### src/rtl/cellq_pkg.sv
package cellq_pkg;
  localparam int unsigned CELL_IDX_W = 19;

  typedef enum logic [2:0] {
    SEL_FIRST = 3'd0,
    SEL_LAST  = 3'd1,
    SEL_WSTRT = 3'd2,
    SEL_RSTRT = 3'd3,
    SEL_MARK  = 3'd4,
    SEL_DROP  = 3'd5,
    SEL_FLAGS = 3'd6,
    SEL_NONE  = 3'd7
  } cfg_sel_e;
endpackage

### src/rtl/cellq_cfg.sv
module cellq_cfg
  import cellq_pkg::*;
#(
  parameter int unsigned IDX_W     = CELL_IDX_W,
  parameter int unsigned MIN_CELLS = 4
) (
  input  logic             clk,
  input  logic             rst,
  input  logic             we,
  input  logic [2:0]       sel,
  input  logic [IDX_W-1:0] wdata,
  input  logic             q_en,
  output logic [IDX_W-1:0] first_o,
  output logic [IDX_W-1:0] last_o,
  output logic [IDX_W-1:0] wstrt_o,
  output logic [IDX_W-1:0] rstrt_o,
  output logic [IDX_W-1:0] mark_th_o,
  output logic [IDX_W-1:0] drop_th_o,
  output logic             mark_en_o,
  output logic             drop_en_o,
  output logic [IDX_W:0]   cap_o,
  output logic             active_o,
  output logic             err_o
);
  localparam int unsigned CNT_W = IDX_W + 1;

  logic [IDX_W-1:0] first_q, last_q, wstrt_q, rstrt_q, mark_q, drop_q;
  logic             men_q, den_q, act_q, err_q;
  logic [CNT_W-1:0] span;
  logic             setup_ok;

  // Capacity and validation come straight from the held registers.
  always_comb begin
    span     = {1'b0, last_q} - {1'b0, first_q};
    cap_o    = span + CNT_W'(1);
    setup_ok = (last_q >= first_q) &&
               (span >= CNT_W'(MIN_CELLS - 1)) &&
               (wstrt_q == first_q) &&
               (rstrt_q == first_q);
  end

  always_ff @(posedge clk) begin
    if (rst) begin
      first_q <= '0;
      last_q  <= '0;
      wstrt_q <= '0;
      rstrt_q <= '0;
      mark_q  <= '0;
      drop_q  <= '0;
      men_q   <= 1'b0;
      den_q   <= 1'b0;
    end else if (we && !q_en && !act_q) begin
      unique case (cfg_sel_e'(sel))
        SEL_FIRST: first_q <= wdata;
        SEL_LAST:  last_q  <= wdata;
        SEL_WSTRT: wstrt_q <= wdata;
        SEL_RSTRT: rstrt_q <= wdata;
        SEL_MARK:  mark_q  <= wdata;
        SEL_DROP:  drop_q  <= wdata;
        SEL_FLAGS: begin
          men_q <= wdata[0];
          den_q <= wdata[1];
        end
        SEL_NONE:  ;
      endcase
    end
  end

  // Enable sequencing: the setup is re-checked each cycle while waiting.
  always_ff @(posedge clk) begin
    if (rst) begin
      act_q <= 1'b0;
      err_q <= 1'b0;
    end else if (!q_en) begin
      act_q <= 1'b0;
      err_q <= 1'b0;
    end else if (!act_q) begin
      act_q <= setup_ok;
      err_q <= !setup_ok;
    end
  end

  assign first_o   = first_q;
  assign last_o    = last_q;
  assign wstrt_o   = wstrt_q;
  assign rstrt_o   = rstrt_q;
  assign mark_th_o = mark_q;
  assign drop_th_o = drop_q;
  assign mark_en_o = men_q;
  assign drop_en_o = den_q;
  assign active_o  = act_q;
  assign err_o     = err_q;
endmodule

### src/rtl/cellq_ptr.sv
module cellq_ptr #(
  parameter int unsigned IDX_W = 19
) (
  input  logic             clk,
  input  logic             rst,
  input  logic             load,
  input  logic [IDX_W-1:0] init,
  input  logic             step,
  input  logic [IDX_W-1:0] first,
  input  logic [IDX_W-1:0] last,
  output logic [IDX_W-1:0] ptr_o
);
  logic [IDX_W-1:0] ptr_q;
  logic [IDX_W-1:0] ptr_nx;

  always_comb begin
    if (ptr_q == last) ptr_nx = first;
    else               ptr_nx = ptr_q + IDX_W'(1);
  end

  always_ff @(posedge clk) begin
    if (rst)       ptr_q <= '0;
    else if (load) ptr_q <= init;
    else if (step) ptr_q <= ptr_nx;
  end

  assign ptr_o = ptr_q;
endmodule

### src/rtl/cellq_gate.sv
module cellq_gate #(
  parameter int unsigned IDX_W = 19
) (
  input  logic             active,
  input  logic [IDX_W:0]   count,
  input  logic [IDX_W:0]   cap,
  input  logic [IDX_W-1:0] mark_th,
  input  logic [IDX_W-1:0] drop_th,
  input  logic             mark_en,
  input  logic             drop_en,
  input  logic             enq_req,
  input  logic             enq_clp,
  input  logic             deq_req,
  output logic             enq_seen,
  output logic             enq_take,
  output logic             enq_shed,
  output logic             deq_seen,
  output logic             deq_take,
  output logic             deq_flag
);
  logic full, empty, over_drop, over_mark;

  always_comb begin
    full      = (count == cap);
    empty     = (count == '0);
    over_drop = (count >= {1'b0, drop_th});
    over_mark = (count >= {1'b0, mark_th});
    enq_seen  = active && enq_req;
    enq_shed  = enq_seen && !full && drop_en && enq_clp && over_drop;
    enq_take  = enq_seen && !full && !enq_shed;
    deq_seen  = active && deq_req;
    deq_take  = deq_seen && !empty;
    deq_flag  = deq_take && mark_en && over_mark;
  end
endmodule

### src/rtl/cellq_ctrl.sv
module cellq_ctrl
  import cellq_pkg::*;
#(
  parameter int unsigned IDX_W     = CELL_IDX_W,
  parameter int unsigned MIN_CELLS = 4
) (
  input  logic             clk,
  input  logic             rst,
  input  logic             cfg_we,
  input  logic [2:0]       cfg_sel,
  input  logic [IDX_W-1:0] cfg_wdata,
  input  logic             q_en,
  input  logic             enq_req,
  input  logic             enq_clp,
  input  logic             deq_req,
  output logic             active,
  output logic             cfg_err,
  output logic [IDX_W:0]   fill,
  output logic             enq_ack,
  output logic             enq_accept,
  output logic             enq_discard,
  output logic [IDX_W-1:0] enq_addr,
  output logic             deq_ack,
  output logic             deq_valid,
  output logic             deq_mark,
  output logic [IDX_W-1:0] deq_addr
);
  localparam int unsigned CNT_W  = IDX_W + 1;
  localparam int unsigned N_PTRS = 2;

  logic [IDX_W-1:0] first_w, last_w, wstrt_w, rstrt_w, mark_w, drop_w;
  logic             men_w, den_w, active_w, err_w;
  logic [CNT_W-1:0] cap_w;
  logic [CNT_W-1:0] count_q;
  logic             enq_seen, enq_take, enq_shed, deq_seen, deq_take, deq_flag;

  logic [N_PTRS-1:0][IDX_W-1:0] ptr_init;
  logic [N_PTRS-1:0][IDX_W-1:0] ptr_cur;
  logic [N_PTRS-1:0]            ptr_step;

  cellq_cfg #(.IDX_W(IDX_W), .MIN_CELLS(MIN_CELLS)) u_cfg (
    .clk       (clk),
    .rst       (rst),
    .we        (cfg_we),
    .sel       (cfg_sel),
    .wdata     (cfg_wdata),
    .q_en      (q_en),
    .first_o   (first_w),
    .last_o    (last_w),
    .wstrt_o   (wstrt_w),
    .rstrt_o   (rstrt_w),
    .mark_th_o (mark_w),
    .drop_th_o (drop_w),
    .mark_en_o (men_w),
    .drop_en_o (den_w),
    .cap_o     (cap_w),
    .active_o  (active_w),
    .err_o     (err_w)
  );

  cellq_gate #(.IDX_W(IDX_W)) u_gate (
    .active   (active_w),
    .count    (count_q),
    .cap      (cap_w),
    .mark_th  (mark_w),
    .drop_th  (drop_w),
    .mark_en  (men_w),
    .drop_en  (den_w),
    .enq_req  (enq_req),
    .enq_clp  (enq_clp),
    .deq_req  (deq_req),
    .enq_seen (enq_seen),
    .enq_take (enq_take),
    .enq_shed (enq_shed),
    .deq_seen (deq_seen),
    .deq_take (deq_take),
    .deq_flag (deq_flag)
  );

  // Index 0 is the write pointer, index 1 the read pointer.
  always_comb begin
    ptr_init[0] = wstrt_w;
    ptr_init[1] = rstrt_w;
    ptr_step[0] = enq_take;
    ptr_step[1] = deq_take;
  end

  for (genvar g = 0; g < N_PTRS; g++) begin : g_ptr
    cellq_ptr #(.IDX_W(IDX_W)) u_ptr (
      .clk   (clk),
      .rst   (rst),
      .load  (!active_w),
      .init  (ptr_init[g]),
      .step  (ptr_step[g]),
      .first (first_w),
      .last  (last_w),
      .ptr_o (ptr_cur[g])
    );
  end

  always_ff @(posedge clk) begin
    if (rst || !active_w) count_q <= '0;
    else count_q <= count_q + CNT_W'(enq_take) - CNT_W'(deq_take);
  end

  always_ff @(posedge clk) begin
    if (rst) begin
      enq_ack     <= 1'b0;
      enq_accept  <= 1'b0;
      enq_discard <= 1'b0;
      enq_addr    <= '0;
      deq_ack     <= 1'b0;
      deq_valid   <= 1'b0;
      deq_mark    <= 1'b0;
      deq_addr    <= '0;
    end else begin
      enq_ack     <= enq_seen;
      enq_accept  <= enq_take;
      enq_discard <= enq_shed;
      enq_addr    <= ptr_cur[0];
      deq_ack     <= deq_seen;
      deq_valid   <= deq_take;
      deq_mark    <= deq_flag;
      deq_addr    <= ptr_cur[1];
    end
  end

  assign active  = active_w;
  assign cfg_err = err_w;
  assign fill    = count_q;
endmodule

### config.mk
export PLATFORM = sky130hd
export DESIGN_NAME = cellq_ctrl
export DESIGN_NICKNAME = d
export VERILOG_FILES = /design/src/rtl/cellq_pkg.sv /design/src/rtl/cellq_cfg.sv /design/src/rtl/cellq_ptr.sv /design/src/rtl/cellq_gate.sv /design/src/rtl/cellq_ctrl.sv
export SDC_FILE = /design/constraint.sdc
export NUM_CORES = 1
export LEC_CHECK = 0
export ABC_AREA = 1
export BUFFER_PORTS_ARGS = -buffer_cell sky130_fd_sc_hd__buf_2
export CAP_MARGIN = 20
export CORE_MARGIN = 2
export CORE_UTILIZATION = 50
export CTS_BUF_LIST = sky130_fd_sc_hd__clkbuf_2 sky130_fd_sc_hd__clkbuf_4 sky130_fd_sc_hd__clkbuf_8
export DETAILED_ROUTE_END_ITERATION = 16
export GPL_ROUTABILITY_DRIVEN = 0
export PLACE_DENSITY = 0.68
export SYNTH_ARGS = -nofsm -noshare
export SYNTH_HDL_FRONTEND = slang
export SYNTH_SLANG_ARGS = --single-unit
### constraint.sdc
create_clock -name clk -period 8.8 [get_ports clk]
set_input_delay 0.88 -clock clk [delete_from_list [all_inputs] [get_ports clk]]
set_output_delay 0.88 -clock clk [all_outputs]
set_load 0.02 [all_outputs]
==> impl_summary.txt, run 1 <==
----------------------------------------------------
[Floorplan]
  Initial cell density of the core ... 50.63%
  Die Outline Area ... 0.02847 mm^2
  IO Pins ... 95
  Die boundary height ... 168.7 um
  Number of rows created at floorplan ... 60
  Overall die width ... 168.7 um
  Core Footprint ... 0.02680 mm^2

[Worst setup path]
  Critical Path RT ... 9.21 ns
  Kind of critical path ... register to register
  Kind of end point of the critical path ... register
  Most Frequent Cell on Critical Path ... sky130_fd_sc_hd__nand2_1
  Largest incremental delay on the critical path ... 0.93 ns
  Slack of the worst reg-to-reg path ... 1.58 ns
  Crit-path slowest cell ... sky130_fd_sc_hd__nand2_1
  Critical path arrival ... 7.62 ns
  Startpoint kind of the worst setup timing path ... register
  Worst Path Max Fanout ... 21

[Global route]
  Number of antenna violations at the first check in global routing ... 1
  Largest net degree at the start of global routing ... 82
  Met3 track demand over resource ... 6.523%
  Global routing usage summed across all routing layers ... 31.25%
  Global routing usage on met1 ... 42.39%
  First-pass GRT wire length ... 69.90 mm
  Overall overflow remaining after global route ... 0
  Via count of the first global-routing pass ... 12850
  GR peak layer ... met2
  Met2 track demand over resource in global routing ... 48.27%

[STA]
  Final setup violation count ... 0
  Achievable frequency ... 0.1386 GHz
  Relative slew slack ... 36.64%
  Post-route clock skew ... 0.03766 ns
  Crit share post-route ... 82.01%
  Setup repair after global routing missed its margin ... false
  Transition time of the tightest slew-check pin ... 0.9418 ns
  Minimum clock period ... 7.216 ns
  Sum Neg Setup Slack ... 0 ns
  Count of final max-slew check failures ... 0
  Final Hold Vio Count ... 0
  Min setup slack post-route ... 1.584 ns

[CTS]
  Worst-skew pair later-pin latency ... 0.56 ns
  Buffer type at the clock tree root ... sky130_fd_sc_hd__clkbuf_8
  Buffer depth of the longest clock path ... 3
  Total clock sinks ... 220
  Count of H-tree levels built during CTS ... 2
  Number of buffers created by CTS ... 41
  Post-CTS Setup Bufs ... 0
  TritonCTS clock tree ... yes
  Quantity of hold-fixing buffers added after cts ... 0
  Clock-pin slew reported for the worst setup and hold paths after clock tree synthesis ... 0.06 ns
  CTS-repair resized insts ... 0

[Power and ir drop]
  Maximum vdd drop ... 0.1340 mV
  Leak pwr ... 7.261 nW
  Total power divided by cell area ... 169.3 mW/mm^2

[Synth]
  Post-Synthesis Cells ... 1992
  List of most frequent post-synthesis cells ... 350 x sky130_fd_sc_hd__nand2_1, 265 x sky130_fd_sc_hd__inv_1, 248 x sky130_fd_sc_hd__nor2_1
  Area contributors post-synth ... sky130_fd_sc_hd__dfxtp_1 32%, sky130_fd_sc_hd__nand2_1 9.7%, sky130_fd_sc_hd__ha_1 8.2%, sky130_fd_sc_hd__inv_1 7.3%, sky130_fd_sc_hd__nor2_1 6.9%
  Yosys warns ... 0
  Proportion of synthesized chip area in sequential cells ... 32.45%
  Most used standard cell by instance count after synthesis ... sky130_fd_sc_hd__nand2_1
  Most used flip-flop cell after synthesis ... sky130_fd_sc_hd__dfxtp_1
  Avg Synthesized Cell Area ... 6.813 um^2
  Mapped Nets ... 2112
  #FFs+latches synth ... 220
  Portion of synthesized cell area occupied by the leading cell type ... 32.45%
  Area of the mapped netlist ... 0.01357 mm^2
  Unique cell type count in the Yosys netlist ... 46
  Fraction of synthesis flops using an asynchronous set or reset pin ... 0%
  Library cell occupying the most area in the post-synthesis netlist ... sky130_fd_sc_hd__dfxtp_1
  Number of enable-type register cells in the synthesized netlist ... 0

[Placed design]
  Post-DP HPWL ... 33.12 mm
  Count of input and output buffers ... 94
  Worst Setup Slack post-DPL ... 1.756 ns

[Route]
  Per-cell via count in the routed design ... 5.602
  Antenna Nets Post-Route ... 0
  Routed WL per cell ... 18.35 um
  DRC violation count after routing ... 0
  Overall via count from detail_route ... 13700
  Sum of routed wire length over all layers ... 44.87 mm
  Detailed Route Iter0 Violations ... 1435
  1st-pass router iterations ... 6

[Finish]
  Area overhead of the layout relative to synthesis ... 12.49%
  Final-stage net count ... 2194
  Fill cell total of the finished layout ... 2617
  Layout cells sized above 1 ... 10.84%
  Antenna Diode Count ... 0

[Run status]
  Run status ... completed

[Run]
  Max-cap check violation count ... 0

[Worst hold path]
  Classification of the worst-slack hold path ... register to register

----------------------------------------------------
## sequential cells by signal, indices dropped and copies added (netlist names), 19 cells and up
name               count
u_cfg.drop_th_o       19
g_ptr.u_ptr.ptr_o     38
u_cfg.rstrt_o         19
u_cfg.wstrt_o         19
u_cfg.mark_th_o       19
fill                  20
u_cfg.first_o         19
deq_addr              19
u_cfg.last_o          19
enq_addr              19
## layer usage
metal | up-vias | part of all wire (%) | routed length, um
met5 | - | 0.018 | 8
li1 | 6681 | - | -
met3 | 131 | 11 | 4827
met2 | 683 | 43 | 19200
met4 | 2 | 4.6 | 2054
met1 | 6200 | 42 | 18780
## cells in the final DEF (no fill, tap or decap), types with 5 or more instances in the layout
master                     count
sky130_fd_sc_hd__a211oi_1      6
sky130_fd_sc_hd__a21oi_1     153
sky130_fd_sc_hd__a31oi_1      22
sky130_fd_sc_hd__buf_2        94
sky130_fd_sc_hd__buf_4        11
sky130_fd_sc_hd__clkbuf_4     11
sky130_fd_sc_hd__clkbuf_8     52
sky130_fd_sc_hd__clkinv_1      6
sky130_fd_sc_hd__dfxtp_1     220
sky130_fd_sc_hd__ha_1         89
sky130_fd_sc_hd__inv_1       264
sky130_fd_sc_hd__nand2_1     350
sky130_fd_sc_hd__nand2_2      10
sky130_fd_sc_hd__nand3_1     129
sky130_fd_sc_hd__nand3_2      15
sky130_fd_sc_hd__nand4_1      32
sky130_fd_sc_hd__nor2_1      248
sky130_fd_sc_hd__nor2_2        8
sky130_fd_sc_hd__nor2_4        5
sky130_fd_sc_hd__nor3_1       18
sky130_fd_sc_hd__nor4_1       12
sky130_fd_sc_hd__o211ai_1      6
sky130_fd_sc_hd__o21ai_0     182
sky130_fd_sc_hd__o21bai_1      5
sky130_fd_sc_hd__xnor2_1      43
sky130_fd_sc_hd__xor2_1       62
## worst max-delay path: cells and delay by family, from the launching register on
kind / cells / cell delay (ns)
simple gates: 19 / 3.25
compound gates: 8 / 1.65
fa+ha+maj: 4 / 1.23
flops: 1 / 0.48
buf+inv: 4 / 0.45
## per-stage QoR
| step | hold WS, ns | instances | cell area (um^2) | util, % | total power, mW |
|---|---|---|---|---|---|
| 6_report | 0.4573 | 2445 | 15270 | 56.96 | 2.585 |
| 5_1_grt | 0.4766 | 2445 | 15270 | 56.96 | 2.695 |
| 4_1_cts | 0.4598 | 2443 | 15220 | 56.80 | 2.583 |
| 3_5_place_dp | 0.4511 | 2370 | 14280 | 53.30 | 1.460 |
| 3_3_place_gp | 0.4451 | 2370 | 14280 | 53.30 | 1.455 |
| 2_1_floorplan | 0.4293 | 1992 | 13570 | - | 1.346 |
## layout make-up
class	instances	area (um^2)	share of cell area (%)
clock buffer	63	798.3	5.229
clock inverter	10	141.4	0.9262
inverter	272	1021	6.688
multi-input combinational	1432	7879	51.61
sequential	220	4404	28.85
tap	341	426.7	2.795
timing repair buffer	107	595.6	3.901
## power by group
| part | switching [mW] | internal (mW) | total, mW |
|---|---|---|---|
| Combinational | 0.298 | 0.121 | 0.419 |
| Sequential | 0.0200 | 1.01 | 1.03 |
| Clock | 0.463 | 0.670 | 1.13 |
## cell families (layout without fill, tap and decap cells)
group | after synthesis | count (layout) | share of synthesized area (%)
AO/OA/AOI/OAI | 395 | 395 | 15.54
XOR/XNOR | 105 | 105 | 6.777
adder cells (fa/ha/maj) | 91 | 91 | 8.501
buffers and inverters | 340 | 452 | 9.607
flip-flops | 220 | 220 | 32.45
AND/OR/NAND/NOR | 841 | 841 | 27.13
## worst paths after layout
kind | startpoint | end | cells past startpoint
setup reg to reg | u_cfg.last_o[0] | fill[19] | 35
hold / removal | u_cfg.mark_th_o[2] | u_cfg.mark_th_o[2] | 2
hold reg to reg | u_cfg.mark_th_o[2] | u_cfg.mark_th_o[2] | 2
setup / recovery | u_cfg.last_o[0] | fill[19] | 35
No activity file was read; power rests on OpenSTA's default activity.
==> run 2: changes to the inputs <==
ABC_AREA = 0   (was 1)
PLACE_DENSITY = 0.71   (was 0.68)
clock period = 5.9 ns   (was 8.8 ns; I/O delays follow)
==> run 2 against run 1 <==
The run now ends with negative setup slack left. Synthesized cell count fell by 12%. Clock power rose by 50%. Fmax rose by 19%. Register-to-register slack got worse by 1.7 ns. Via count barely moved. Non-clock buffer count rose by 133. Power rose by 57%. Core utilization rose by 4.0 points. Sequential cell count did not move. Cell area rose by 6.8%. Clock-buffer cell count fell by 2. Critical path type unchanged. Highest routed layer is now met4.
==> impl_summary.txt, run 2 <==
----------------------------------------------------
[Run status]
  Run status ... complete, but fails checks
  Violations in the final reports ... negative setup slack

[STA]
  Worst hold margin ... 0.2711 ns (-0.1862 ns)
  Transition time of the tightest slew-check pin ... 1.142 ns (+0.2003 ns)
  Setup repair after global routing missed its margin ... true
  Post-route clock skew ... 0.02176 ns (-0.01591 ns)
  Final setup violation count ... 6 (+6)
  Relative slew slack ... 22.79% (-14 points)
  Final Hold Vio Count ... 0 (unchanged)
  Minimum clock period ... 6.049 ns (-1.167 ns)
  Achievable frequency ... 0.1653 GHz (+19%)
  Min setup slack post-route ... -0.1493 ns (-1.733 ns)
  Sum Neg Setup Slack ... -0.5108 ns (-0.5108 ns)
  Crit share post-route ... 102.5% (+21 points)
  Count of final max-slew check failures ... 0 (unchanged)

[Finish]
  Layout cells sized above 1 ... 18.83% (+8.0 points)
  Antenna Diode Count ... 0 (unchanged)
  Filler-free cell count of the finished design ... 2311 (-5.5%)
  Final-stage net count ... 2060 (-6.1%)
  Area used by sequential logic in the layout ... 0.004405 mm^2 (about the same)
  Fill cell total of the finished layout ... 2406 (-8.1%)
  Footprint of the multi-input gates ... 0.008587 mm^2 (+9.0%)
  Number of flip-flops under the largest register name ... 38 (unchanged)
  Area overhead of the layout relative to synthesis ... 20.82%
  Top library cells by usage in the layout, fill and taps aside ... 315 x sky130_fd_sc_hd__nand2_1, 219 x sky130_fd_sc_hd__dfxtp_1, 187 x sky130_fd_sc_hd__a21oi_1
  Leading cell type in the layout, fill and taps excluded ... sky130_fd_sc_hd__nand2_1

[CTS]
  Worst-skew pair later-pin latency ... 0.56 ns (about the same)
  Buffer depth of the longest clock path ... 3 (unchanged)
  Count of H-tree levels built during CTS ... 2 (unchanged)
  Number of buffers created by CTS ... 39 (-4.9%)
  Total clock sinks ... 220 (unchanged)
  Buffer type at the clock tree root ... sky130_fd_sc_hd__clkbuf_8
  TritonCTS clock tree ... yes
  Clock-pin slew reported for the worst setup and hold paths after clock tree synthesis ... 0.06 ns (about the same)
  Quantity of hold-fixing buffers added after cts ... 0 (unchanged)

[Synth]
  Library cell occupying the most area in the post-synthesis netlist ... sky130_fd_sc_hd__dfxtp_1
  Number of enable-type register cells in the synthesized netlist ... 0 (unchanged)
  Mapped Nets ... 1871 (-11%)
  List of most frequent post-synthesis cells ... 316 x sky130_fd_sc_hd__nand2_1, 220 x sky130_fd_sc_hd__dfxtp_1, 190 x sky130_fd_sc_hd__a21oi_1
  Proportion of synthesized chip area in sequential cells ... 32.65% (+0.20 points)
  Area contributors post-synth ... sky130_fd_sc_hd__dfxtp_1 33%, sky130_fd_sc_hd__nand2_1 8.8%, sky130_fd_sc_hd__ha_1 8.3%, sky130_fd_sc_hd__a21oi_1 7.0%, sky130_fd_sc_hd__xnor2_1 6.4%
  Post-Synthesis Cells ... 1751 (-12%)
  Area of the mapped netlist ... 0.01349 mm^2 (-0.60%)
  #FFs+latches synth ... 220 (unchanged)
  Avg Synthesized Cell Area ... 7.704 um^2 (+13%)
  Unique cell type count in the Yosys netlist ... 82 (+78%)
  Most used standard cell by instance count after synthesis ... sky130_fd_sc_hd__nand2_1
  Yosys warns ... 0 (unchanged)
  Portion of synthesized cell area occupied by the leading cell type ... 32.65% (+0.20 points)
  Fraction of synthesis flops using an asynchronous set or reset pin ... 0% (unchanged)
  Most used flip-flop cell after synthesis ... sky130_fd_sc_hd__dfxtp_1

[Route]
  Detailed Route Iter0 Violations ... 1540 (+7.3%)
  Sum of routed wire length over all layers ... 45.27 mm (+0.88%)
  1st-pass router iterations ... 5 (-1)
  Antenna Nets Post-Route ... 0 (unchanged)
  DRC violation count after routing ... 0 (unchanged)
  Overall via count from detail_route ... 13700 (-0.0073%)
  Routed WL per cell ... 19.59 um (+6.7%)
  Per-cell via count in the routed design ... 5.926 (+5.8%)

[Worst setup path]
  Critical Path RT ... 6.39 ns (-2.82 ns)
  Kind of end point of the critical path ... register
  Startpoint kind of the worst setup timing path ... register
  Critical path arrival ... 6.54 ns (-1.08 ns)
  Kind of critical path ... register to register
  Crit-path slowest cell ... sky130_fd_sc_hd__dfxtp_1
  Worst Path Max Fanout ... 4 (-81%)
  Largest incremental delay on the critical path ... 0.41 ns (-0.52 ns)

[Floorplan]
  Overall die width ... 168.3 um (-0.29%)
  Initial cell density of the core ... 50.47% (-0.16 points)
  Die boundary height ... 168.3 um (-0.29%)
  Die Outline Area ... 0.02831 mm^2 (-0.59%)
  Number of rows created at floorplan ... 60 (unchanged)
  IO Pins ... 95 (unchanged)
  Core Footprint ... 0.02673 mm^2 (-0.28%)

[Global route]
  Via count of the first global-routing pass ... 12790 (-0.51%)
  Number of antenna violations at the first check in global routing ... 0 (-1)
  Global routing usage summed across all routing layers ... 30.97% (-0.29 points)
  First-pass GRT wire length ... 69.01 mm (-1.3%)
  Overall overflow remaining after global route ... 0 (unchanged)
  Largest net degree at the start of global routing ... 118 (+44%)

[Run]
  Max-cap check violation count ... 0 (unchanged)

[Worst hold path]
  Classification of the worst-slack hold path ... input port to register

[Placed design]
  Count of input and output buffers ... 94 (unchanged)
  Number of placed cells counting well taps ... 2229 (-5.9%)
  Post-DP HPWL ... 33.55 mm (+1.3%)
  Worst Setup Slack post-DPL ... -0.1132 ns (-1.869 ns)

[Power and ir drop]
  Total power divided by cell area ... 248.8 mW/mm^2 (+47%)
  Leak pwr ... 6.530 nW (-10%)
  Maximum vdd drop ... 0.1889 mV (+41%)

----------------------------------------------------
-- run 2: cell count changes after synthesis, moves of 36 or more --
cell                      change
sky130_fd_sc_hd__xnor2_1     +55
sky130_fd_sc_hd__nor2b_1     +69
sky130_fd_sc_hd__nor2_1     -149
sky130_fd_sc_hd__nand3_1     -83
sky130_fd_sc_hd__o21ai_0    -145
sky130_fd_sc_hd__a21oi_1     +36
sky130_fd_sc_hd__xor2_1      -44
sky130_fd_sc_hd__inv_1      -167
-- run 2: area by class of cell --
| cell class | count | share of cell area [%] |
|---|---|---|
| Multi-Input combinational cell | 1341 | 52.69 |
| Sequential cell | 220 | 27.03 |
| Timing Repair Buffer | 240 | 9.673 |
| Clock buffer | 61 | 4.691 |
| Tap cell | 341 | 2.618 |
| Inverter | 98 | 2.272 |
| Clock inverter | 10 | 1.029 |
-- run 2: layer usage --
metal / routed length [um] / track usage [%]
met2: 19990 / 49.04
met1: 18700 / 41.52
met3: 4907 / 6.700
met4: 1672 / 11.43
met5: 0 / 0
-- run 2: worst paths after layout --
path	from	endpoint	slack (ns)	cells after the start
hold / removal	enq_req	enq_ack	0.27	3
hold reg to reg	u_cfg.drop_th_o[9]	u_cfg.drop_th_o[9]	0.45	2
setup reg to reg	u_cfg.first_o[10]	fill[14]	-0.15	30
setup / recovery	u_cfg.first_o[10]	fill[14]	-0.15	30
-- run 2: kinds of logic after synthesis --
kind of cell	Yosys count	synth area share, %
AOI/OAI and AO/OA	414	19.59
xor gates and xnor gates	119	7.940
adders and majority gates	91	8.552
buffers and inverters	190	5.667
DFF	220	32.65
muxes	10	0.7513
and+or+nand+nor	707	24.85
-- run 2: power breakdown --
| part | total (mW) | leakage [nW] | internal, mW | switching (mW) |
|---|---|---|---|---|
| Sequential | 1.55 | 1.78 | 1.51 | 0.0367 |
| Clock | 1.69 | 0.487 | 1.01 | 0.680 |
| Combinational | 0.818 | 4.27 | 0.320 | 0.497 |
-- run 2: timing repair --
item	CTS	global route
setup endpoints to repair	6	10
pin swaps	12	28
buffers inserted	5	6
gates cloned	0	0
gates resized for setup	17	22
-- run 2: critical path: cells and delay by family, from the launching register on --
kind,cells,cell delay [ns]
buffers and inverters,4,0.43
multiplexers,1,0.34
adder cells (fa/ha/maj),4,1.13
AO/OA/AOI/OAI,12,2.25
flip-flops,1,0.41
AND/OR/NAND/NOR,9,1.42
-- run 2: through the flow --
step,power (mW),instance area [um^2],utilization [%]
floorplan,2.113,13560,-
global placement,2.329,15080,56.42
detailed placement,2.342,15080,56.42
CTS,4.033,16160,60.48
global route,4.203,16300,60.98
finish,4.054,16300,60.98
